[config.mk]
export PLATFORM = sky130hd
export DESIGN_NAME = spi_msg_ctrl
export DESIGN_NICKNAME = d
export VERILOG_FILES = /design/src/rtl/spi_msg_pkg.sv /design/src/rtl/spi_half_timer.sv /design/src/rtl/spi_byte_shifter.sv /design/src/rtl/spi_msg_seq.sv /design/src/rtl/spi_msg_ctrl.sv
export SDC_FILE = /design/constraint.sdc
export NUM_CORES = 1
export LEC_CHECK = 0
export BUFFER_PORTS_ARGS = -buffer_cell sky130_fd_sc_hd__buf_2
export CORE_MARGIN = 2
export CORE_UTILIZATION = 26
export CTS_BUF_LIST = sky130_fd_sc_hd__clkbuf_2
export DETAILED_ROUTE_END_ITERATION = 8
export GPL_ROUTABILITY_DRIVEN = 0
export PLACE_DENSITY = 0.5
export SLEW_MARGIN = 10
export SYNTH_ARGS = -nofsm -noshare
export SYNTH_HDL_FRONTEND = slang
export SYNTH_SLANG_ARGS = --single-unit
export TNS_END_PERCENT = 20
[constraint.sdc]
create_clock -name clk -period 4.6 [get_ports clk]
set_input_delay 0.23 -clock clk [delete_from_list [all_inputs] [get_ports clk]]
set_output_delay 0.23 -clock clk [all_outputs]
set_load 0.01 [all_outputs]
[src/rtl/spi_msg_pkg.sv]
package spi_msg_pkg;

   typedef enum logic [1:0] {
      MK_NONE   = 2'd0,
      MK_WRITE  = 2'd1,
      MK_READ   = 2'd2,
      MK_DUPLEX = 2'd3
   } msg_kind_e;

   typedef enum logic [1:0] {
      PH_IDLE,
      PH_LOW,
      PH_HIGH,
      PH_TAIL
   } phase_e;

   localparam logic [1:0]  CMD_GO    = 2'b01;
   localparam logic [15:0] CLEAR_ALL = 16'hFFFF;
   localparam int          HALF_W    = 9;

   // bit period in system clocks for a speed code
   function automatic logic [HALF_W-1:0] code_period(input logic [2:0] code);
      case (code)
         3'd0:    return HALF_W'(5);
         3'd6:    return HALF_W'(8);
         3'd5:    return HALF_W'(16);
         3'd4:    return HALF_W'(32);
         3'd3:    return HALF_W'(64);
         3'd2:    return HALF_W'(128);
         default: return HALF_W'(256);
      endcase
   endfunction

   function automatic logic [HALF_W-1:0] low_half(input logic [2:0] code);
      logic [HALF_W-1:0] p;
      p = code_period(code);
      return p - (p >> 1);
   endfunction

   function automatic logic [HALF_W-1:0] high_half(input logic [2:0] code);
      return code_period(code) >> 1;
   endfunction

endpackage

[src/rtl/spi_half_timer.sv]
module spi_half_timer #(
   parameter int CW = 9
) (
   input  logic          clk,
   input  logic          rst_n,
   input  logic          load,
   input  logic [CW-1:0] len,
   output logic          expire
);

   logic [CW-1:0] cnt_q;

   always_ff @(posedge clk) begin
      if (!rst_n)
         cnt_q <= '0;
      else if (load)
         cnt_q <= len - CW'(1);
      else if (cnt_q != '0)
         cnt_q <= cnt_q - CW'(1);
   end

   assign expire = (cnt_q == '0);

   // a half period is never programmed as zero cycles
   a_r2_len_nonzero: assert property (@(posedge clk) disable iff (!rst_n)
      load |-> (len != '0));

endmodule

[src/rtl/spi_byte_shifter.sv]
module spi_byte_shifter #(
   parameter int W = 8
) (
   input  logic         clk,
   input  logic         rst_n,
   input  logic         load,
   input  logic [W-1:0] din,
   input  logic         shift,
   input  logic         sample,
   input  logic         miso,
   output logic         mosi,
   output logic [W-1:0] dout
);

   logic [W-1:0] tx_q, rx_q;

   always_ff @(posedge clk) begin
      if (!rst_n) begin
         tx_q <= '0;
         rx_q <= '0;
      end else begin
         if (load)
            tx_q <= din;
         else if (shift)
            tx_q <= {tx_q[W-2:0], 1'b0};
         if (sample)
            rx_q <= {rx_q[W-2:0], miso};
      end
   end

   assign mosi = tx_q[W-1];
   assign dout = rx_q;

   // a new byte and a bit shift never collide
   a_r3_load_xor_shift: assert property (@(posedge clk) disable iff (!rst_n)
      !(load && shift));

endmodule

[src/rtl/spi_msg_seq.sv]
module spi_msg_seq
   import spi_msg_pkg::*;
#(
   parameter int DEPTH = 64,
   parameter int CNT_W = 7,
   parameter int PRE_W = 6,
   parameter int IDX_W = CNT_W + 1
) (
   input  logic              clk,
   input  logic              rst_n,
   input  logic              go,
   input  msg_kind_e         kind,
   input  logic [CNT_W-1:0]  count,
   input  logic [PRE_W-1:0]  prepend,
   input  logic [2:0]        speed,
   input  logic              t_expire,
   output logic              t_load,
   output logic [HALF_W-1:0] t_len,
   output logic              sclk,
   output logic              busy,
   output logic              finish,
   output logic              sh_load,
   output logic              sh_shift,
   output logic              sh_sample,
   output logic [PRE_W-1:0]  fetch_idx,
   output logic              fetch_zero,
   output logic              rx_we,
   output logic [PRE_W-1:0]  rx_idx
);

   phase_e            ph_q, ph_d;
   msg_kind_e         k_q;
   logic [IDX_W-1:0]  total_q, pre_q, byte_q, byte_nx, rx_full;
   logic [HALF_W-1:0] lo_q, hi_q;
   logic [2:0]        bit_q;
   logic              last_bit, last_byte, capture;

   assign last_bit  = (bit_q == 3'd7);
   assign last_byte = (byte_q == total_q - IDX_W'(1));
   assign capture   = (k_q == MK_DUPLEX) || ((k_q == MK_READ) && (byte_q >= pre_q));
   assign byte_nx   = byte_q + IDX_W'(1);
   assign rx_full   = (k_q == MK_READ) ? byte_q - pre_q : byte_q;
   assign rx_idx    = rx_full[PRE_W-1:0];

   always_comb begin
      if (ph_q == PH_IDLE) begin
         fetch_idx  = '0;
         fetch_zero = (kind == MK_READ) && (prepend == '0);
      end else begin
         fetch_idx  = byte_nx[PRE_W-1:0];
         fetch_zero = (k_q == MK_READ) && (byte_nx >= pre_q);
      end
   end

   always_comb begin
      ph_d      = ph_q;
      t_load    = 1'b0;
      t_len     = lo_q;
      sh_load   = 1'b0;
      sh_shift  = 1'b0;
      sh_sample = 1'b0;
      finish    = 1'b0;
      rx_we     = 1'b0;
      case (ph_q)
         PH_IDLE: if (go) begin
            ph_d    = PH_LOW;
            t_load  = 1'b1;
            t_len   = low_half(speed);
            sh_load = 1'b1;
         end
         PH_LOW: if (t_expire) begin
            ph_d      = PH_HIGH;
            t_load    = 1'b1;
            t_len     = hi_q;
            sh_sample = 1'b1;
         end
         PH_HIGH: if (t_expire) begin
            t_load = 1'b1;
            if (last_bit) begin
               rx_we = capture;
               if (last_byte) begin
                  ph_d = PH_TAIL;
               end else begin
                  ph_d    = PH_LOW;
                  sh_load = 1'b1;
               end
            end else begin
               ph_d     = PH_LOW;
               sh_shift = 1'b1;
            end
         end
         default: if (t_expire) begin
            ph_d   = PH_IDLE;
            finish = 1'b1;
         end
      endcase
   end

   always_ff @(posedge clk) begin
      if (!rst_n) begin
         ph_q    <= PH_IDLE;
         k_q     <= MK_NONE;
         total_q <= '0;
         pre_q   <= '0;
         byte_q  <= '0;
         bit_q   <= '0;
         lo_q    <= '0;
         hi_q    <= '0;
      end else begin
         ph_q <= ph_d;
         if (ph_q == PH_IDLE && go) begin
            k_q     <= kind;
            pre_q   <= (kind == MK_READ) ? IDX_W'(prepend) : '0;
            total_q <= (kind == MK_READ) ? IDX_W'(count) + IDX_W'(prepend) : IDX_W'(count);
            byte_q  <= '0;
            bit_q   <= '0;
            lo_q    <= low_half(speed);
            hi_q    <= high_half(speed);
         end else if (ph_q == PH_HIGH && t_expire) begin
            if (last_bit) begin
               bit_q  <= '0;
               byte_q <= byte_nx;
            end else begin
               bit_q <= bit_q + 3'd1;
            end
         end
      end
   end

   assign sclk = (ph_q == PH_HIGH);
   assign busy = (ph_q != PH_IDLE);

   // the bit clock only moves when the half-period timer runs out
   a_r2_sclk_on_expire: assert property (@(posedge clk) disable iff (!rst_n)
      !$stable(sclk) |-> $past(t_expire));

   // received bytes land inside the receive array
   a_r5_rx_in_range: assert property (@(posedge clk) disable iff (!rst_n)
      rx_we |-> (rx_full < IDX_W'(DEPTH)));

endmodule

[src/rtl/spi_msg_ctrl.sv]
module spi_msg_ctrl
   import spi_msg_pkg::*;
#(
   parameter int DEPTH  = 64,
   parameter int NUM_CS = 8,
   parameter int DW     = 16,
   parameter int AW     = 8
) (
   input  logic              clk,
   input  logic              rst_n,
   input  logic              wr_en,
   input  logic [AW-1:0]     wr_addr,
   input  logic [DW-1:0]     wr_data,
   input  logic [AW-1:0]     rd_addr,
   output logic [DW-1:0]     rd_data,
   output logic              sclk,
   output logic              mosi,
   input  logic              miso,
   output logic [NUM_CS-1:0] cs_n,
   output logic              irq
);

   localparam int IDX_LOG = $clog2(DEPTH);
   localparam int CNT_W   = IDX_LOG + 1;
   localparam int DEV_W   = $clog2(NUM_CS);
   localparam int DEV_LSB = 2;
   localparam int PRE_LSB = 8;
   localparam logic [AW-1:0] A_MSG  = AW'(DEPTH);
   localparam logic [AW-1:0] A_CMD  = AW'(DEPTH + 1);
   localparam logic [AW-1:0] A_CLK  = AW'(DEPTH + 2);
   localparam logic [AW-1:0] A_STAT = AW'(DEPTH + 3);
   localparam logic [AW-1:0] A_MASK = AW'(DEPTH + 4);

   if ((1 << IDX_LOG) != DEPTH || DEPTH < 2) begin : g_bad_depth
      $error("DEPTH must be a power of two");
   end
   if (DEPTH + 5 > (1 << AW)) begin : g_bad_aw
      $error("AW too narrow for buffer plus registers");
   end
   if (PRE_LSB + IDX_LOG > DW || 2 + CNT_W > DW || DEV_LSB + DEV_W > PRE_LSB) begin : g_bad_dw
      $error("DW too narrow for register fields");
   end
   if (NUM_CS < 2) begin : g_bad_cs
      $error("NUM_CS must be at least 2");
   end

   msg_kind_e          kind_r;
   logic [CNT_W-1:0]   count_r;
   logic [2:0]         speed_r;
   logic               mask_r, done_r;
   logic [DEV_W-1:0]   dev_q;
   logic [7:0]         txbuf [DEPTH];
   logic [7:0]         rxbuf [DEPTH];

   logic               go, busy, finish, t_load, t_expire;
   logic [HALF_W-1:0]  t_len;
   logic               sh_load, sh_shift, sh_sample, fetch_zero, rx_we;
   logic [IDX_LOG-1:0] fetch_idx, rx_idx;
   logic [7:0]         tx_pick, rx_byte;

   assign go = wr_en && (wr_addr == A_CMD) && (wr_data[1:0] == CMD_GO) && !busy &&
               (kind_r != MK_NONE) && (count_r != '0) && (count_r <= CNT_W'(DEPTH));

   always_ff @(posedge clk) begin
      if (!rst_n) begin
         kind_r  <= MK_NONE;
         count_r <= '0;
         speed_r <= '0;
         mask_r  <= 1'b0;
         done_r  <= 1'b0;
         dev_q   <= '0;
      end else begin
         if (wr_en && wr_addr == A_MSG) begin
            kind_r  <= msg_kind_e'(wr_data[1:0]);
            count_r <= wr_data[2 +: CNT_W];
         end
         if (wr_en && wr_addr == A_CLK)  speed_r <= wr_data[2:0];
         if (wr_en && wr_addr == A_MASK) mask_r  <= wr_data[0];
         if (go) dev_q <= wr_data[DEV_LSB +: DEV_W];
         if (finish)
            done_r <= 1'b1;
         else if (wr_en && wr_addr == A_STAT && wr_data == CLEAR_ALL)
            done_r <= 1'b0;
      end
   end

   always_ff @(posedge clk) begin
      if (wr_en && wr_addr < AW'(DEPTH)) txbuf[wr_addr[IDX_LOG-1:0]] <= wr_data[7:0];
      if (rx_we) rxbuf[rx_idx] <= rx_byte;
   end

   assign tx_pick = fetch_zero ? 8'h00 : txbuf[fetch_idx];

   always_comb begin
      rd_data = '0;
      if (rd_addr < AW'(DEPTH)) begin
         rd_data[7:0] = rxbuf[rd_addr[IDX_LOG-1:0]];
      end else if (rd_addr == A_MSG) begin
         rd_data[1:0]       = kind_r;
         rd_data[2 +: CNT_W] = count_r;
      end else if (rd_addr == A_CLK) begin
         rd_data[2:0] = speed_r;
      end else if (rd_addr == A_STAT) begin
         rd_data[1:0] = {busy, done_r};
      end else if (rd_addr == A_MASK) begin
         rd_data[0] = mask_r;
      end
   end

   spi_half_timer #(.CW(HALF_W)) u_timer (
      .clk(clk), .rst_n(rst_n), .load(t_load), .len(t_len), .expire(t_expire)
   );

   spi_byte_shifter #(.W(8)) u_shift (
      .clk(clk), .rst_n(rst_n), .load(sh_load), .din(tx_pick), .shift(sh_shift),
      .sample(sh_sample), .miso(miso), .mosi(mosi), .dout(rx_byte)
   );

   spi_msg_seq #(.DEPTH(DEPTH), .CNT_W(CNT_W), .PRE_W(IDX_LOG)) u_seq (
      .clk(clk), .rst_n(rst_n), .go(go), .kind(kind_r), .count(count_r),
      .prepend(wr_data[PRE_LSB +: IDX_LOG]), .speed(speed_r),
      .t_expire(t_expire), .t_load(t_load), .t_len(t_len),
      .sclk(sclk), .busy(busy), .finish(finish),
      .sh_load(sh_load), .sh_shift(sh_shift), .sh_sample(sh_sample),
      .fetch_idx(fetch_idx), .fetch_zero(fetch_zero),
      .rx_we(rx_we), .rx_idx(rx_idx)
   );

   for (genvar g = 0; g < NUM_CS; g++) begin : g_cs
      assign cs_n[g] = !(busy && dev_q == DEV_W'(g));
   end

   assign irq = done_r & mask_r;

   // never more than one device selected
   a_r7_single_select: assert property (@(posedge clk) disable iff (!rst_n)
      $onehot0(~cs_n));

   // a running message keeps its device regardless of new commands
   a_r9_select_steady: assert property (@(posedge clk) disable iff (!rst_n)
      (busy && $past(busy)) |-> $stable(cs_n));

   // done is up in the cycle the select releases
   a_r8_done_on_release: assert property (@(posedge clk) disable iff (!rst_n)
      $rose(&cs_n) |-> done_r);

endmodule

-- After elaboration in Yosys (flattened, before gate mapping)
Memories as Yosys holds them, arrays and structs flattened.
Index checks and enable logic that the tools add are counted.
- bitwise gates (word level): 2
- equal/unequal tests: 33
- reductions and logical operators: 53
- muxes and demuxes: 56
- $add $sub $neg: 9
- magnitude comparators: 5
- operators by type and width (cell ; number):
    8-bit by 7-bit equality test with 1-bit output (second input constant) ; 9
    9-bit two-way mux ; 8
    9-bit one-hot mux with 6 select lines ; 1
    8-bit two-way mux ; 5
    1-bit logical AND ; 25
    1-bit two-way mux ; 25
    3-bit equality test (second input constant) ; 8
    6-bit two-way mux ; 4
    9-bit one-hot mux with 2 select lines ; 1
    9-bit by 1-bit subtractor with 9-bit output (second input constant) ; 2
    9-bit by 8-bit subtractor with 9-bit output ; 2
    16-bit equality test (second input constant) ; 1
    8-bit by 6-bit greater-or-equal comparator with 1-bit output ; 2
    8-bit by 7-bit less-than comparator with 1-bit output (second input constant) ; 2
    2-bit two-way mux ; 7
    3-bit by 2-bit equality test with 1-bit output (second input constant) ; 4
    2-bit nonzero test ; 6
    1-bit zero test ; 9
    9-bit zero test ; 1
    9-bit nonzero test ; 1
    7-bit by 6-bit adder with 8-bit output ; 1
    8-bit by 1-bit adder with 8-bit output (second input constant) ; 1
    2-bit equality test (second input constant) ; 4
    8-bit equality test ; 1
    other kinds (21) ; 28
- bits in writable memories: 1024
- memories kept: 2
- register bits: 88
- memories (name ; depth ; bits a word ; read ports ; clocked after Yosys merged registers in ; wr ports ; RTL line ; RTL):
    rxbuf ; 64 ; 8 ; 1 ; 0 ; 1 ; spi_msg_ctrl.sv:53 ; logic [7:0] rxbuf [DEPTH];
    txbuf ; 64 ; 8 ; 1 ; 0 ; 1 ; spi_msg_ctrl.sv:52 ; logic [7:0] txbuf [DEPTH];

-- Logic depth before layout (Yosys ltp)
Gate-level depths: netlist of the first run.
- depth in word-level cells: 14
- mapped depth: 16

-- Hierarchy
From an unflattened synthesis of the first run, not the netlist that was laid out.
- cells, all modules: 2428
- area total of the unflattened synthesis: 45313.5 µm²
- modules (own cells, without submodules) (module ; area each (µm²) ; times used ; seq. area each (µm²) ; cells each):
    spi_msg_ctrl ; 40732.8 ; 1 ; 31089.8 ; 1867
    spi_msg_seq ; 3261.9 ; 1 ; 820.8 ; 437
    spi_byte_shifter ; 714.4 ; 1 ; 320.3 ; 60
    spi_half_timer ; 604.3 ; 1 ; 180.2 ; 64

-- Least setup slack after synthesis of the first run
No wires, ideal clock.
- path kind: reg-to-reg
- start point: reg u_seq.byte_q[0]
- end point: mem rxbuf[10][0] (enable)
- required time: 4230 ps
- arrival: 3593 ps
- clock period less this slack: 3963 ps
- path buffers: 5
- path slack: 637 ps
- cell stages (with the launch flop): 17
- library setup time: 370 ps
- cell sequence: dfxtp_1 -> buf_2 -> inv_1 -> buf_1 -> buf_1 -> clkbuf_1 -> ha_1 -> inv_1 -> fa_1 -> a21o_1 -> a21oi_1 -> xnor2_1 -> mux2_2 -> nor2_1 -> nand2b_1 -> clkbuf_1 -> nor2_1
- longest elaborated chain between the ends: 8
- RTL lines (what ; RTL line ; RTL):
    start: declaration ; spi_msg_seq.sv:33 ; logic [IDX_W-1:0] total_q, pre_q, byte_q, byte_nx, rx_full;
    start signal: assignment ; spi_msg_seq.sv:122 ; byte_q <= byte_nx;
    8-bit by 6-bit greater-or-equal comparator with 1-bit output ; spi_msg_seq.sv:40 ; assign capture = (k_q == MK_DUPLEX) || ((k_q == MK_READ) && (byte_q >= pre_q));
    1-bit logical AND ; spi_msg_seq.sv:40 ;
    1-bit logical OR ; spi_msg_seq.sv:40 ;
    1-bit two-way mux ; spi_msg_seq.sv:79 ; if (last_bit) begin
    1-bit two-way mux ; spi_msg_seq.sv:77 ; PH_HIGH: if (t_expire) begin
    1-bit two-way mux ; spi_msg_seq.sv:64 ; case (ph_q)
    1-bit two-way mux ; spi_msg_ctrl.sv:89 ; if (rx_we) rxbuf[rx_idx] <= rx_byte;
    1-bit two-way mux (implied by the code) ; spi_msg_ctrl.sv:89 ;
    end: declaration ; spi_msg_ctrl.sv:53 ;
Several ways; a longest one is shown, not always the timed one.

-- Final worst setup path of the first run
- start point: reg u_seq.ph_q[0]
- end point: reg u_seq.pre_q[1]
- longest elaborated chain between the ends: 7
- RTL lines (what ; RTL line ; RTL):
    start: declaration ; spi_msg_seq.sv:31 ; phase_e ph_q, ph_d;
    start signal: assignment ; spi_msg_seq.sv:110 ; ph_q <= ph_d;
    2-bit nonzero test ; spi_msg_seq.sv:131 ; assign busy = (ph_q != PH_IDLE);
    1-bit zero test ; spi_msg_ctrl.sv:61 ; assign go = wr_en && (wr_addr == A_CMD) && (wr_data[1:0] == CMD_GO) && !busy &&
    1-bit logical AND (2 in a row) ; spi_msg_ctrl.sv:61 ;
    1-bit logical AND (2 in a row) ; spi_msg_ctrl.sv:62 ; (kind_r != MK_NONE) && (count_r != '0) && (count_r <= CNT_W'(DEPTH));
    1-bit logical AND * ; spi_msg_seq.sv:111 ; if (ph_q == PH_IDLE && go) begin
    end signal: assignment ; spi_msg_seq.sv:113 ; pre_q <= (kind == MK_READ) ? IDX_W'(prepend) : '0;
    end: declaration ; spi_msg_seq.sv:33 ;
Mark *: on every way between the ends. The rest lies on a longest branch, timed or not.
A chain may end at the register's enable or synchronous reset.

==> impl_results.md, run 1 <==
* Run status: completed
* Post-Route WL at 130000 um
* I/O pins at 63
* Initial antenna violation count at 4
* Initial Utilization at 26.1%
* Starting DRT DRC Count at 2328
* Netlist cell types at 87
* Clock Tree Root: clkbuf_2
* Syn. warnings at 0
* P&R area growth vs syn at 14.9%
* Yosys reg bits at 1107
* Period utilisation layout at 95.3%
* DP Area at 49400 um^2
* Worst IR Drop VDD at 0.256 mV
* CTS Buf Count at 298
* Post-synth top flop: edfxtp_1
* Site Rows at 154
* Die area at 180000 um^2
* Pin count of the biggest net entering global routing at 73
* Syn Inst Count at 2879
* Finished Layout Cells at 5790
* Max-slew violations at 0
* Routed WL per cell at 22.5 um
* Port Buffer Count at 55
* Leakage at 17.1 nW
* Worst-Margin Slew at 1.29 ns
* Sequential area share after synthesis at 70.7%
* CTS tree: done
* Residual DRC at 0
* Overall Power at 19.1 mW
* Max cap viols at 0
* Final hold viol count at 0
* Vias at 27300
* Most common cell after layout, fill and taps aside: edfxtp_1
* Worst hold margin at 0.188 ns
* Core Area at 176000 um^2
* Placed insts at 5220
* Critical path type: reg -> reg
* Pwr/cell area at 363 nW/um^2
* Worst skew pair latency at 1.66 ns
* Post-synthesis cell area at 45900 um^2
* Number of detailed-route iterations in the first pass at 5
* Die Width at 424 um
* Total gr overflow at 0
* Clk_skew at 0.139 ns
* Ys async rst share at 0%
* Reg clk slew, reported paths at 0.11 ns
* RSZ-0062 raised after global routing: no
* Req. time, crit path at 6.14 ns
* Clk buf depth at 4
* Clock sinks at 1107
* Most frequent cells in the layout: edfxtp_1, clkbuf_2, nand2_1
* Peak Freq at 0.228 GHz
* Sum Neg Setup Slack at 0 ns
* Design area at 52700 um^2
* Max-slew headroom at 11.8%
* Crit path launch type: flip-flop
* Crit-path max FO at 23
* Final antenna-violating net count at 0
* First-pass GRT wire length at 189000 um
* Mean Syn Cell Area at 15.9 um^2
* Hold WC Path Type: in -> reg
* Vias in the first global route at 27600
* Final setup fails at 0
* Clock H-tree levels at 5
* Layout cells sized above 1 at 25.0%
* HPWL after detailed placement at 80000 um
* Crit path DAT at 5.92 ns
* Routed vias/inst at 4.71
* EDFF count, synth at 1024
* Crit path time final at 4.38 ns
* Nets at 3335
* Die Y at 424 um
* Total Routing Usage GR at 14.2%
* Critical path capture point type: flip-flop
==> cell usage after synthesis (all sizes together) (4+ instances only) <==
master	instances	area, um^2
o311ai	10	87.6
a221o	4	40.0
a311o	6	60.1
nor3b	4	30.0
nand2b	10	62.6
nor3	21	105
nand4	9	56.3
a211o	4	35.0
nand3	68	340
nor2b	39	244
mux4	182	4100
a21o	8	60.1
mux2i	99	991
a21boi	36	270
o21ai	50	250
inv	34	128
o2111ai	6	58.8
ha	30	375
o211a	6	60.1
a21oi	62	314
and2	43	269
a22o	5	43.8
xnor2	21	184
nor2	195	734
nand2	324	1220
o22ai	10	62.6
nand3b	7	52.6
clkbuf	126	473
a31oi	35	231
a311oi	54	473
mux2	14	158
a22oi	4	43.8
dfxtp	83	1660
buf	59	290
a211oi	78	621
a221oi	12	105
nor4	12	90.1
xor2	9	78.8
and3	8	50.1
o211ai	6	45.0
edfxtp	1024	30700
and4	5	43.8
o31ai	6	58.8
==> critical path, stage by stage (launching register included) <==
cell           delay [ns]
dfxtp_1              0.37
inv_1                0.14
ha_4                 0.22
or4b_2               0.60
dlygate4sd3_1        0.63
nor4_4               0.22
buf_4                0.18
and3_1               0.23
buf_6                0.25
nand3_1              0.11
dlygate4sd3_1        0.58
a21boi_0             0.17
dlygate4sd3_1        0.56
==> flip-flops by register name (all words and copies together) (netlist names) <==
signal	count
count_r	7
u_seq.pre_q	6
speed_r	3
dev_q	3
u_seq.ph_q	2
u_shift.tx_q	8
rxbuf	512
done_r	1
u_seq.total_q	8
u_seq.k_q	2
u_shift.dout	8
kind_r	2
u_seq.hi_q	6
u_timer.cnt_q	9
u_seq.byte_q	8
u_seq.bit_q	3
u_seq.lo_q	6
mask_r	1
txbuf	512
==> kinds of logic after synthesis <==
group	count (synthesis)	share of synthesized area (%)
other	1	0.00818
buffers and inverters	221	1.96
adders and majority gates	32	0.906
DFF	1107	70.7
xor gates and xnor gates	30	0.573
and+or+nand+nor	766	7.58
muxes	295	11.4
AOI/OAI and AO/OA	427	6.86
==> worst paths after layout <==
path	slack, ns	end	start	cells after the start
setup / recovery	0.22	u_seq.pre_q[1]$_SDFFE_PN0P_	u_seq.ph_q[0]$_SDFFE_PN0P_	12
hold / removal	0.19	u_shift.tx_q[4]$_SDFFE_PN0P_	wr_data[8]	9
setup reg to reg	0.22	u_seq.pre_q[1]$_SDFFE_PN0P_	u_seq.ph_q[0]$_SDFFE_PN0P_	12
hold reg to reg	0.46	u_seq.lo_q[5]$_SDFFE_PN0P_	u_seq.lo_q[5]$_SDFFE_PN0P_	2
==> layer usage <==
metal | share of wire, % | vias to the layer above | wire [um] | GRT usage, %
li1 | - | 12200 | - | -
met1 | 44 | 14000 | 57100 | 19.1
met2 | 48 | 905 | 62600 | 23.1
met3 | 5.8 | 192 | 7550 | 2.64
met4 | 2.3 | 0 | 2960 | 4.73
met5 | 0 | - | 0 | 0
==> report_power, final <==
group          switching [mW]  internal [mW]
Sequential             0.0268           10.9
Clock                    4.03           2.41
Combinational            1.07          0.654
Total                    5.12           14.0
==> area by class of cell <==
class                   count  area (um^2)
multi-input cells        1557        12700
flip-flops and latches   1107        32400
diodes                      8         20.0
fillers                 17700       123000
repair buffers            267         2200
clock inverters            57          230
clock buffers             418         2090
well taps                2340         2930
inverters                  36          135
==> through the flow <==
step	worst slack (ns)	utilization, %
floorplan	0.637	-
global placement	0.922	28.1
detailed placement	0.913	28.1
CTS	0.0136	30.0
global route	0.00496	30.0
finish	0.215	30.0
==> repair_timing <==
| item | in CTS | in global routing |
|---|---|---|
| buffers inserted | 0 | 3 |
| setup endpoints to repair | 0 | 17 |
| gates resized for setup | 0 | 3 |
| endpoints found under the hold margin | 1107 | 0 |
| hold buffers | 85 | 0 |
Note: power is estimated with default switching activity, not from simulation.
==> run 2: changes to the inputs <==
REMOVE_ABC_BUFFERS = 1   (was default)
==> run 2 against run 1 <==
Effect of this change:
- power decreased by 0.15%
- first-iteration DRC count increased by 1.6%
- highest routed layer is now met5
- largest power group unchanged
- maximum frequency increased by 0.26%
- clock-buffer cell count decreased by 5
- critical endpoint is now rd_data[1]
- sequential cell count unchanged
- largest cell class unchanged
- die area unchanged
- combinational power increased by 3%
- worst hold slack improved by 0.0051 ns
- register-to-register slack improved by 0.39 ns
==> impl_results.md, run 2 (same netlist as run 1, synthesis figures left out) <==
* Vias in the first global route at 27700 (+0.47%)
* Worst IR Drop VDD at 0.260 mV (+1.4%)
* Period utilisation layout at 95.1% (-0.24 points)
* Final antenna-violating net count at 0 (unchanged)
* Delay-heaviest family, CP: multiplexers
* Hold depth at 7 (-2)
* Max-slew violations at 0 (unchanged)
* Reg-to-reg critical path endpoint: u_seq.pre_q[5]$_SDFFE_PN0P_
* Peak Freq at 0.229 GHz (+0.26%)
* Leakage at 16.8 nW (-1.9%)
* P&R area growth vs syn at 13.9%
* Overall Power at 19.1 mW (-0.15%)
* Hold WC Path Type: in -> reg
* Total gr overflow at 0 (unchanged)
* Worst-Margin Slew at 1.08 ns (-0.207 ns)
* Core Area at 176000 um^2 (unchanged)
* CTS Buf Count at 287 (-3.7%)
* Total Routing Usage GR at 14.4% (+0.16 points)
* Slowest stage delay, CP at 0.57 ns (-0.06 ns)
* Clock H-tree levels at 5 (unchanged)
* Die Width at 424 um (unchanged)
* Reg2Reg Setup Slack at 0.61 ns (+0.39 ns)
* RSZ-0062 raised after global routing: no
* Routed WL per cell at 22.9 um (+2.0%)
* Clock sinks at 1107 (unchanged)
* Worst r2r path cells at 10 (-2)
* Pin count of the biggest net entering global routing at 69 (-5.5%)
* Clock Tree Root: clkbuf_2
* Vias at 27400 (+0.29%)
* Critical path capture point type: primary output
* Reg clk slew, reported paths at 0.10 ns (about the same)
* Crit-path cells: mux4_2 -> mux4_2 -> mux4_2 -> a221o_1 -> buf_2
* Pwr/cell area at 365 nW/um^2 (+0.69%)
* Design area at 52300 um^2 (-0.84%)
* Initial Utilization at 26.1% (unchanged)
* Number of detailed-route iterations in the first pass at 6 (+1)
* CP most frequent cell: mux4_2
* Die Y at 424 um (unchanged)
* Crit-path max FO at 1 (-96%)
* Worst skew pair latency at 1.61 ns (-0.05 ns)
* Most frequent cells in the layout: edfxtp_1, clkbuf_2, nand2_1
* Hold Startpoint: wr_data[1]
* Initial antenna violation count at 6 (+2)
* CTS tree: done
* Max cap viols at 0 (unchanged)
* CP max-delay cell: mux4_2
* Layout cells sized above 1 at 23.8% (-1.2 points)
* Fin util at 29.7% (-0.25 points)
* Residual DRC at 0 (unchanged)
* Port Buffer Count at 55 (unchanged)
* Hold Path End: u_seq.lo_q[1]$_SDFFE_PN0P_
* I/O pins at 63 (unchanged)
* Worst r2r src: u_seq.ph_q[0]$_SDFFE_PN0P_
* Post-CTS Setup Inserts at 0 (unchanged)
* Most common cell after layout, fill and taps aside: edfxtp_1
* DP Area at 49200 um^2 (-0.52%)
* Starting DRT DRC Count at 2365 (+1.6%)
* HPWL after detailed placement at 78400 um (-2.0%)
* First-pass GRT wire length at 192000 um (+1.4%)
* Max-slew headroom at 27.8% (+16 points)
* Final hold viol count at 0 (unchanged)
* Worst hold margin at 0.193 ns (+0.00508 ns)
* Clk_skew at 0.144 ns (+0.00499 ns)
* Req. time, crit path at 4.37 ns (-1.77 ns)
* Filler instances at 17700 (-0.19%)
* Post-Route WL at 131000 um (+0.80%)
* Crit path DAT at 4.14 ns (-1.78 ns)
* Critical path type: reg -> out
* Routed vias/inst at 4.78 (+1.5%)
* Die area at 180000 um^2 (unchanged)
* Nets at 3278 (-1.7%)
* Sum of buffers and inverters on the critical path at 1 (-5)
* Final setup fails at 0 (unchanged)
* Crit path launch type: flip-flop
* Run status: completed
* Crit path time final at 4.37 ns (-0.0112 ns)
* Site Rows at 154 (unchanged)
* Clk buf depth at 4 (unchanged)
-- run 2: worst max path at each step --
stage	from	endpoint	slack (ns)	cells after the start
final	rxbuf[42][1]$_DFFE_PP_	rd_data[1]	0.23	5
after CTS	rxbuf[42][1]$_DFFE_PP_	rd_data[1]	-0.02	5
after detailed placement	u_seq.ph_q[1]$_SDFFE_PN0P_	u_shift.tx_q[6]$_SDFFE_PN0P_	0.83	10
after global placement	u_seq.byte_q[0]$_SDFFE_PP0P_	rxbuf[21][6]$_DFFE_PP_	0.92	12
after floorplan	u_seq.byte_q[0]$_SDFFE_PP0P_	u_shift.tx_q[1]$_SDFFE_PN0P_	-4.09	6
after global routing	rxbuf[42][1]$_DFFE_PP_	rd_data[1]	0.08	5
-- run 2: cell type report --
cell class	instances	area [um^2]	share of cell area, %
Inverter	36	135	0.259
Antenna cell	5	12.5	0.0239
Clock inverter	44	170	0.326
Tap cell	2340	2930	5.60
Clock buffer	413	2070	3.96
Sequential cell	1107	32400	62.1
Timing Repair Buffer	221	1850	3.54
Multi-Input combinational cell	1557	12600	24.2
-- run 2: what timing repair did --
action / in CTS / in global routing
hold buffers: 80 / 0
resized for setup: 0 / 2
endpoints found under the hold margin: 1107 / 0
endpoints found under the setup margin: 1 / 6
-- run 2: where the power goes --
part	internal [mW]	switching [mW]	total, mW
clock network	2.35	3.99	6.35
logic	0.671	1.10	1.77
registers	10.9	0.0343	11.0
total	14.0	5.13	19.1
-- run 2: per-stage QoR --
| step | setup WS [ns] | instances | setup TNS (ns) |
|---|---|---|---|
| after floorplan | -4.09 | 2700 | -1471.16 |
| after global placement | 0.921 | 5182 | 0 |
| after detailed placement | 0.831 | 5182 | 0 |
| after CTS | -0.0242 | 5719 | -0.0242 |
| after global routing | 0.0819 | 5722 | 0 |
| final | 0.227 | 5723 | 0 |
-- run 2: per-layer routing --
layer  vias up  part of all wire (%)  GRT usage, %
li1      12100                     -             -
met1     14000                    44          19.4
met2       969                    47          22.9
met3       245                   6.2          2.95
met4         4                   2.7          5.26
met5         -                 0.023             0
-- run 2: worst register-to-register path, stage by stage (launching register included) --
cell and delay (ns):
dfxtp_1 0.37, inv_1 0.14, ha_4 0.27, or4b_2 0.67
nor4_4 0.38, and3_1 0.31, buf_6 0.25, nand3_1 0.12
dlygate4sd3_1 0.58, a21boi_0 0.20, dlygate4sd3_1 0.59
